--- config.mk ---
export PLATFORM = sky130hd
export DESIGN_NAME = cmd_strobe_ctrl
export DESIGN_NICKNAME = d
export VERILOG_FILES = /design/src/rtl/cmd_strobe_pkg.sv /design/src/rtl/cmd_strobe_reg.sv /design/src/rtl/conv_busy_flag.sv /design/src/rtl/irq_req_latch.sv /design/src/rtl/cmd_strobe_ctrl.sv
export SDC_FILE = /design/constraint.sdc
export NUM_CORES = 1
export LEC_CHECK = 0
export BUFFER_PORTS_ARGS = -buffer_cell sky130_fd_sc_hd__buf_4
export CORE_MARGIN = 3
export CORE_UTILIZATION = 38
export DETAILED_ROUTE_END_ITERATION = 8
export HOLD_SLACK_MARGIN = 0.02
export PLACE_DENSITY = 0.82
export SLEW_MARGIN = 40
export SYNTH_ARGS = -nofsm -noshare
export SYNTH_HDL_FRONTEND = slang
export SYNTH_SLANG_ARGS = --single-unit
--- constraint.sdc ---
create_clock -name clk_i -period 1.28 [get_ports clk_i]
set_clock_uncertainty 0.1 [all_clocks]
set_input_delay 0.128 -clock clk_i [delete_from_list [all_inputs] [get_ports clk_i]]
set_output_delay 0.128 -clock clk_i [all_outputs]
set_load 0.03 [all_outputs]
--- src/rtl/cmd_strobe_pkg.sv ---
package cmd_strobe_pkg;
  localparam int unsigned CMD_W     = 8;
  localparam int unsigned N_IRQ     = 4;
  localparam int unsigned BIT_START = 7;
  localparam int unsigned BIT_BRD   = 6;
  localparam int unsigned BIT_DAC   = 5;
  localparam int unsigned BIT_FIFO  = 4;

  typedef enum logic [1:0] {
    IRQ_ANA = 2'd0,
    IRQ_DIO = 2'd1,
    IRQ_TMR = 2'd2,
    IRQ_DMA = 2'd3
  } irq_src_e;
endpackage

--- src/rtl/cmd_strobe_reg.sv ---
module cmd_strobe_reg
  import cmd_strobe_pkg::*;
#(
  parameter int unsigned W  = CMD_W,
  parameter int unsigned NI = N_IRQ
) (
  input  logic          clk_i,
  input  logic          rst_ni,
  input  logic          wr_i,
  input  logic [W-1:0]  wdata_i,
  input  logic          start_fire_i,
  output logic          start_o,
  output logic          brd_o,
  output logic          dac_o,
  output logic          fifo_o,
  output logic [NI-1:0] clr_o
);
  logic [W-1:0] hit;
  assign hit = wr_i ? wdata_i : '0;

  always_ff @(posedge clk_i or negedge rst_ni) begin
    if (!rst_ni) begin
      start_o <= 1'b0;
      brd_o   <= 1'b0;
      dac_o   <= 1'b0;
      fifo_o  <= 1'b0;
      clr_o   <= '0;
    end else begin
      start_o <= start_fire_i;
      brd_o   <= hit[BIT_BRD];
      dac_o   <= hit[BIT_DAC];
      fifo_o  <= hit[BIT_FIFO];
      clr_o   <= hit[NI-1:0];
    end
  end
endmodule

--- src/rtl/conv_busy_flag.sv ---
module conv_busy_flag (
  input  logic clk_i,
  input  logic rst_ni,
  input  logic set_i,
  input  logic done_i,
  input  logic kill_i,
  output logic busy_o
);
  always_ff @(posedge clk_i or negedge rst_ni) begin
    if (!rst_ni)     busy_o <= 1'b0;
    else if (kill_i) busy_o <= 1'b0;
    else if (set_i)  busy_o <= 1'b1;
    else if (done_i) busy_o <= 1'b0;
  end
endmodule

--- src/rtl/irq_req_latch.sv ---
module irq_req_latch (
  input  logic clk_i,
  input  logic rst_ni,
  input  logic evt_i,
  input  logic clr_i,
  input  logic kill_i,
  output logic flag_o
);
  // event outranks clear so a request is never dropped
  always_ff @(posedge clk_i or negedge rst_ni) begin
    if (!rst_ni)     flag_o <= 1'b0;
    else if (kill_i) flag_o <= 1'b0;
    else if (evt_i)  flag_o <= 1'b1;
    else if (clr_i)  flag_o <= 1'b0;
  end
endmodule

--- src/rtl/cmd_strobe_ctrl.sv ---
module cmd_strobe_ctrl
  import cmd_strobe_pkg::*;
#(
  parameter int unsigned W     = CMD_W,
  parameter int unsigned N_IRQ = cmd_strobe_pkg::N_IRQ
) (
  input  logic             clk_i,
  input  logic             rst_ni,
  input  logic             wr_i,
  input  logic [W-1:0]     wdata_i,
  input  logic             hw_trig_mode_i,
  input  logic             hw_trig_i,
  input  logic             conv_done_i,
  input  logic [N_IRQ-1:0] irq_evt_i,
  input  logic [N_IRQ-1:0] irq_en_i,
  output logic             start_o,
  output logic             board_rst_o,
  output logic             dac_rst_o,
  output logic             fifo_rst_o,
  output logic             busy_o,
  output logic [N_IRQ-1:0] irq_flags_o,
  output logic             irq_o
);
  logic             sw_req, hw_req, start_fire;
  logic [N_IRQ-1:0] clr;

  assign sw_req     = wr_i & wdata_i[BIT_START] & ~hw_trig_mode_i;
  assign hw_req     = hw_trig_mode_i & hw_trig_i;
  assign start_fire = (sw_req | hw_req) & ~busy_o & ~board_rst_o;

  cmd_strobe_reg #(.W(W), .NI(N_IRQ)) i_reg (
    .clk_i        (clk_i),
    .rst_ni       (rst_ni),
    .wr_i         (wr_i),
    .wdata_i      (wdata_i),
    .start_fire_i (start_fire),
    .start_o      (start_o),
    .brd_o        (board_rst_o),
    .dac_o        (dac_rst_o),
    .fifo_o       (fifo_rst_o),
    .clr_o        (clr)
  );

  conv_busy_flag i_busy (
    .clk_i  (clk_i),
    .rst_ni (rst_ni),
    .set_i  (start_fire),
    .done_i (conv_done_i),
    .kill_i (board_rst_o),
    .busy_o (busy_o)
  );

  for (genvar i = 0; i < N_IRQ; i++) begin : g_irq
    irq_req_latch i_lat (
      .clk_i  (clk_i),
      .rst_ni (rst_ni),
      .evt_i  (irq_evt_i[i]),
      .clr_i  (clr[i]),
      .kill_i (board_rst_o),
      .flag_o (irq_flags_o[i])
    );
  end

  assign irq_o = |(irq_flags_o & irq_en_i);
endmodule

* After elaboration in Yosys (flattened, before gate mapping)
Index checks and enable logic that the tools add are counted.
** Storage, ports and cells
- Output and inout bits :: 10
- Bits in registers :: 13
- Logic and storage cells :: 42
** Cells by class
- Reduce and logical (&&, ||, !) cells :: 6
- Muxes and demuxes :: 16
- Bitwise logic cells :: 10
** Operators with widths (number)
- 1-bit 2-to-1 mux :: 15
- 3-bit nonzero test :: 5
- 7-bit 2-to-1 mux :: 1
- 1-bit AND :: 5
- 4-bit AND :: 1
- 4-bit OR reduction :: 1
- 1-bit NOT :: 3
- 1-bit OR :: 1

* Logic depth before layout (Yosys ltp)
- Word-level depth :: 7
- Mapped depth :: 2
- Mapped depth without buffers :: 2

* Modules after synthesis
A second synthesis with hierarchy kept.
** Second synthesis, totals
- Cell total of the unflattened synthesis :: 41
- Area total of the unflattened synthesis :: 518.0 um2
** Modules (own cells, without submodules)
- cmd_strobe_reg :: cells an instance 15, times used 1, area an instance 244.0 um2
- irq_req_latch :: cells an instance 4, times used 4, area an instance 43.8 um2
- cmd_strobe_ctrl :: cells an instance 6, times used 1, area an instance 55.1 um2
- conv_busy_flag :: cells an instance 4, times used 1, area an instance 43.8 um2

* Worst setup path before layout
Ideal clock, no wire load.
- Path type :: register to register
- From :: register i_busy.busy_o
- To :: register i_busy.busy_o
- Setup slack :: 232 ps
- Required time :: 1086 ps
- Stages on the path, launching flop included :: 3
- Clock period less this slack :: 1048 ps
- Data arrival time :: 854 ps
- Setup time :: 94 ps
- Cells stage by stage :: dfrtp_1 a21oi_1 a221oi_2
** On the way
- Word-level cells in the longest chain between the ends :: 5
- Elaborated cells between the ends (all ways) :: 6
- Those cells by class :: mux: 2; bitwise: 3; reduce/logical: 1
** Ends and longest elaborated chain
- from (decl) :: RTL line conv_busy_flag.sv:7 : output logic busy_o
- from (signal assigned) :: RTL line conv_busy_flag.sv:10 : if (!rst_ni) busy_o <= 1'b0;
- from (signal assigned) :: RTL line conv_busy_flag.sv:11 : else if (kill_i) busy_o <= 1'b0;
- from (signal assigned) :: RTL line conv_busy_flag.sv:12 : else if (set_i) busy_o <= 1'b1;
- 1-bit NOT * :: RTL line cmd_strobe_ctrl.sv:29 : assign start_fire = (sw_req | hw_req) & ~busy_o & ~board_rst_o;
- 1-bit AND * (2 in a row) :: RTL line cmd_strobe_ctrl.sv:29
- 1-bit 2-to-1 mux :: RTL line conv_busy_flag.sv:12
- 1-bit 2-to-1 mux :: RTL line conv_busy_flag.sv:11
Every way passes the cells marked *; elsewhere a longest branch is shown, timed or not.
A chain may end at the register's enable or synchronous reset.

* Worst setup path after layout
- From :: register g_irq[2].i_lat.flag_o
- To :: output irq_o
** On the way
- Word-level cells in the longest chain between the ends :: 2
** Ends and longest elaborated chain
- from (decl) :: RTL line irq_req_latch.sv:7 : output logic flag_o
- from (signal assigned) :: RTL line irq_req_latch.sv:11 : if (!rst_ni) flag_o <= 1'b0;
- from (signal assigned) :: RTL line irq_req_latch.sv:12 : else if (kill_i) flag_o <= 1'b0;
- from (signal assigned) :: RTL line irq_req_latch.sv:13 : else if (evt_i) flag_o <= 1'b1;
- 4-bit AND :: RTL line cmd_strobe_ctrl.sv:64 : assign irq_o = |(irq_flags_o & irq_en_i);
- 4-bit OR reduction :: RTL line cmd_strobe_ctrl.sv:64
- to (decl) :: RTL line cmd_strobe_ctrl.sv:22 : output logic irq_o
No other way between the ends.

==> impl_metrics.py <==
metrics = {
    "outcome": {
        "status": "complete, no violations",
    },
    "placed_design": {
        "gp_congestion": 0.6750,
        "hpwl_um": 878.5,
        "io_buffers": 31,
        "dpl_cell_area_um2": 745.7,
    },
    "power": {
        "swShare_pct": 26.52,
        "seq_power_share_pct": 48.0,
        "powerDensity_nw_per_um2": 1025,
        "switchingPower_mw": 0.2558,
        "ir_worst_vdd_uv": 627.2,
        "clock_power_share_pct": 23.9,
        "internal_power_mw": 0.7087,
        "leakage_nw": 0.4827,
        "combPwrFrac_pct": 28.2,
    },
    "routing": {
        "drt_iter0_drc": 0,
        "routed_wl_um": 1336,
        "via_per_inst": 4.387,
        "drtAntennaViolNets": 0,
        "via_count": 465,
        "drt-pass1-iter-count": 1,
        "wl_per_cell_um": 12.60,
        "drc": 0,
    },
    "min_path": {
        "worstHoldPathCells": 2,
        "hp-class": "primary input to flop",
        "hold_path_end": "i_reg.clr_o[3]",
        "hp-start": "wr_i",
    },
    "sta": {
        "setup_violations": 0,
        "period_share_pct": 99.69,
        "finalHoldViolations": 0,
        "rsz0062_at_grt": "true",
        "maxSlewViolCount": 0,
        "fmax_mhz": 783.7,
        "worstMarginPinSlew_ns": 0.3074,
        "final.setup.tns_ns": 0,
        "slew_headroom_pct": 79.50,
        "min_period_ns": 1.276,
    },
    "floorplan": {
        "num_rows": 12,
        "die-height_um": 43.19,
        "ioPinCount": 32,
        "die-area_um2": 1865,
        "dieWidth_um": 43.19,
        "initial_utilization_pct": 43.75,
        "core_um2": 1201,
    },
    "synthesis": {
        "yosys_register_bits": 13,
        "synth_fp_nets": 66,
        "synthDistinctLibCells": 11,
        "netlist_area_um2": 525.5,
        "yosys_warnings": 0,
        "synthCells": 44,
        "avgSynthCellArea_um2": 11.94,
        "ys_seq_area_share_pct": 61.90,
    },
    "clocking": {
        "clkTransAtPathRegs_ns": 0.07,
        "clock-sinks": 13,
        "cts_root_buffer": "clkbuf_4",
        "cts_buffers": 3,
        "h-tree-depth": 1,
        "clockBufferDepth": 2,
        "tritoncts": "yes",
        "clock_latency_ns": 0.25,
    },
    "layout": {
        "final_util_pct": 78.33,
        "area_delta_synth_final_pct": 79.05,
        "fillCellCount": 84,
        "drive_gt1_share_pct": 45.65,
        "finalNetCount": 115,
        "diodes": 0,
        "fin_area_um2": 940.9,
    },
    "setup_path": {
        "crit_chain": "a22oi_2, nand2_1, buf_6",
        "r2r_end": "i_busy.busy_o",
        "r2r_cells": 2,
        "cp.required_ns": 1.05,
        "cp-start-kind": "flop",
        "crit_path_max_fanout": 2,
        "timing.rr.start": "i_busy.busy_o",
        "cp.arrival_ns": 1.05,
        "ff2ff_setup_slack_ns": 0.38,
        "cp_slowest_cell": "dfrtp_1",
        "max_stage_delay_ns": 0.40,
        "endpoint_kind": "output port",
        "critical_path_class": "flop to output port",
    },
    "global_route": {
        "antenna_found_initial": 0,
        "first_global_vias": 501,
        "grt_pass1_wl_um": 2125,
        "grt_max_degree": 14,
        "gr-total-overflow": 0,
        "grtUsageTotal_pct": 15.63,
    },
    "flow_run": {
        "cap_violations": 0,
    },
}
-- critical path, delay by kind of cell, from the launching register on --
kind	cells	cell delay [ns]
compound gates	1	0.17
buf+inv	1	0.14
flops	1	0.40
simple gates	1	0.09
-- timing repair --
action / in CTS / in global routing
setup endpoints to repair: 1 / 1
hold buffers: 12 / 1
setup buffers: 4 / 0
resized for setup: 2 / 0
endpoints found under the hold margin: 24 / 1
gates cloned: 0 / 0
pin swaps: 1 / 2
-- cell families after synthesis --
| group | share of synthesized area (%) |
|---|---|
| flip-flops | 61.90 |
| AO/OA/AOI/OAI | 12.85 |
| buffers and inverters | 8.571 |
| AND/OR/NAND/NOR | 16.67 |
-- worst max-delay path by stage --
stage	slack [ns]	start	end	cells past startpoint
global route	-0.05	g_irq[2].i_lat.flag_o	irq_o	3
global placement	0.27	g_irq[0].i_lat.flag_o	irq_o	3
floorplan	0.23	i_busy.busy_o	i_busy.busy_o	2
finish	0.004	g_irq[2].i_lat.flag_o	irq_o	3
detailed placement	0.20	g_irq[2].i_lat.flag_o	irq_o	3
CTS	-0.01	g_irq[2].i_lat.flag_o	irq_o	3
-- sequential cells by signal (all words and copies together) (netlist names) --
name and count:
g_irq.i_lat.flag_o 4, i_reg.clr_o 4, i_busy.busy_o 1, i_reg.brd_o 1
i_reg.dac_o 1, i_reg.fifo_o 1, i_reg.start_o 1
-- cell usage in the layout (no fill, tap or decap), drive strengths merged, types with 2 or more instances in the layout --
cell type and count:
a21oi 5, dlygate4sd3 13, inv 4, nand2 2
buf 35, clkbuf 4, a22oi 2, and2 7
nand2b 4, dfrtp 13
-- cells in the mapped netlist --
master     n  share of area, %
inv_1      4               2.9
a221oi_2   1               2.9
nand3b_2   1               2.1
a22oi_1    2               2.9
nand2_1    2               1.4
nand2b_1   4               4.8
and2_1     7               8.3
dfrtp_1   13                62
a211oi_2   1               2.4
buf_4      4               5.7
a21oi_1    5               4.8
-- per-stage QoR --
| stage | cells | hold WS [ns] | setup slack [ns] | power [mW] |
|---|---|---|---|---|
| after floorplan | 44 | -0.2676 | 0.2319 | 0.5880 |
| after global placement | 85 | -0.1251 | 0.2708 | 0.6802 |
| after detailed placement | 85 | -0.1214 | 0.2014 | 0.6883 |
| after CTS | 105 | 0.02389 | -0.01115 | 0.9722 |
| after global routing | 106 | 0.03588 | -0.04550 | 1.026 |
| final | 106 | 0.04113 | 0.003930 | 0.9645 |
-- power groups by stage --
stage | Combinational (mW) | Sequential [mW] | Clock (mW)
after floorplan | 0.0942 | 0.494 | 0
after global placement | 0.210 | 0.470 | 0
after detailed placement | 0.215 | 0.473 | 0
after CTS | 0.270 | 0.463 | 0.240
after global routing | 0.291 | 0.466 | 0.268
final | 0.272 | 0.463 | 0.230
-- area by class of cell --
cell class / count / area, um2 / area share (%)
Timing Repair Buffer: 48 / 396.6 / 42.15
Multi-Input combinational cell: 23 / 160.2 / 17.02
Tap cell: 14 / 17.52 / 1.862
Inverter: 4 / 15.01 / 1.596
Sequential cell: 13 / 325.3 / 34.57
Clock buffer: 4 / 26.28 / 2.793
-- metal layers --
layer,wire length [um],part of all wire [%],up-vias,GRT usage (%)
li1,-,-,237,-
met1,502,38,206,16.54
met2,742,56,20,29.79
met3,78,5.8,2,2.966
met4,13,0.97,0,5.422
met5,0,0,-,0
Note: power is estimated with default switching activity, not from simulation.
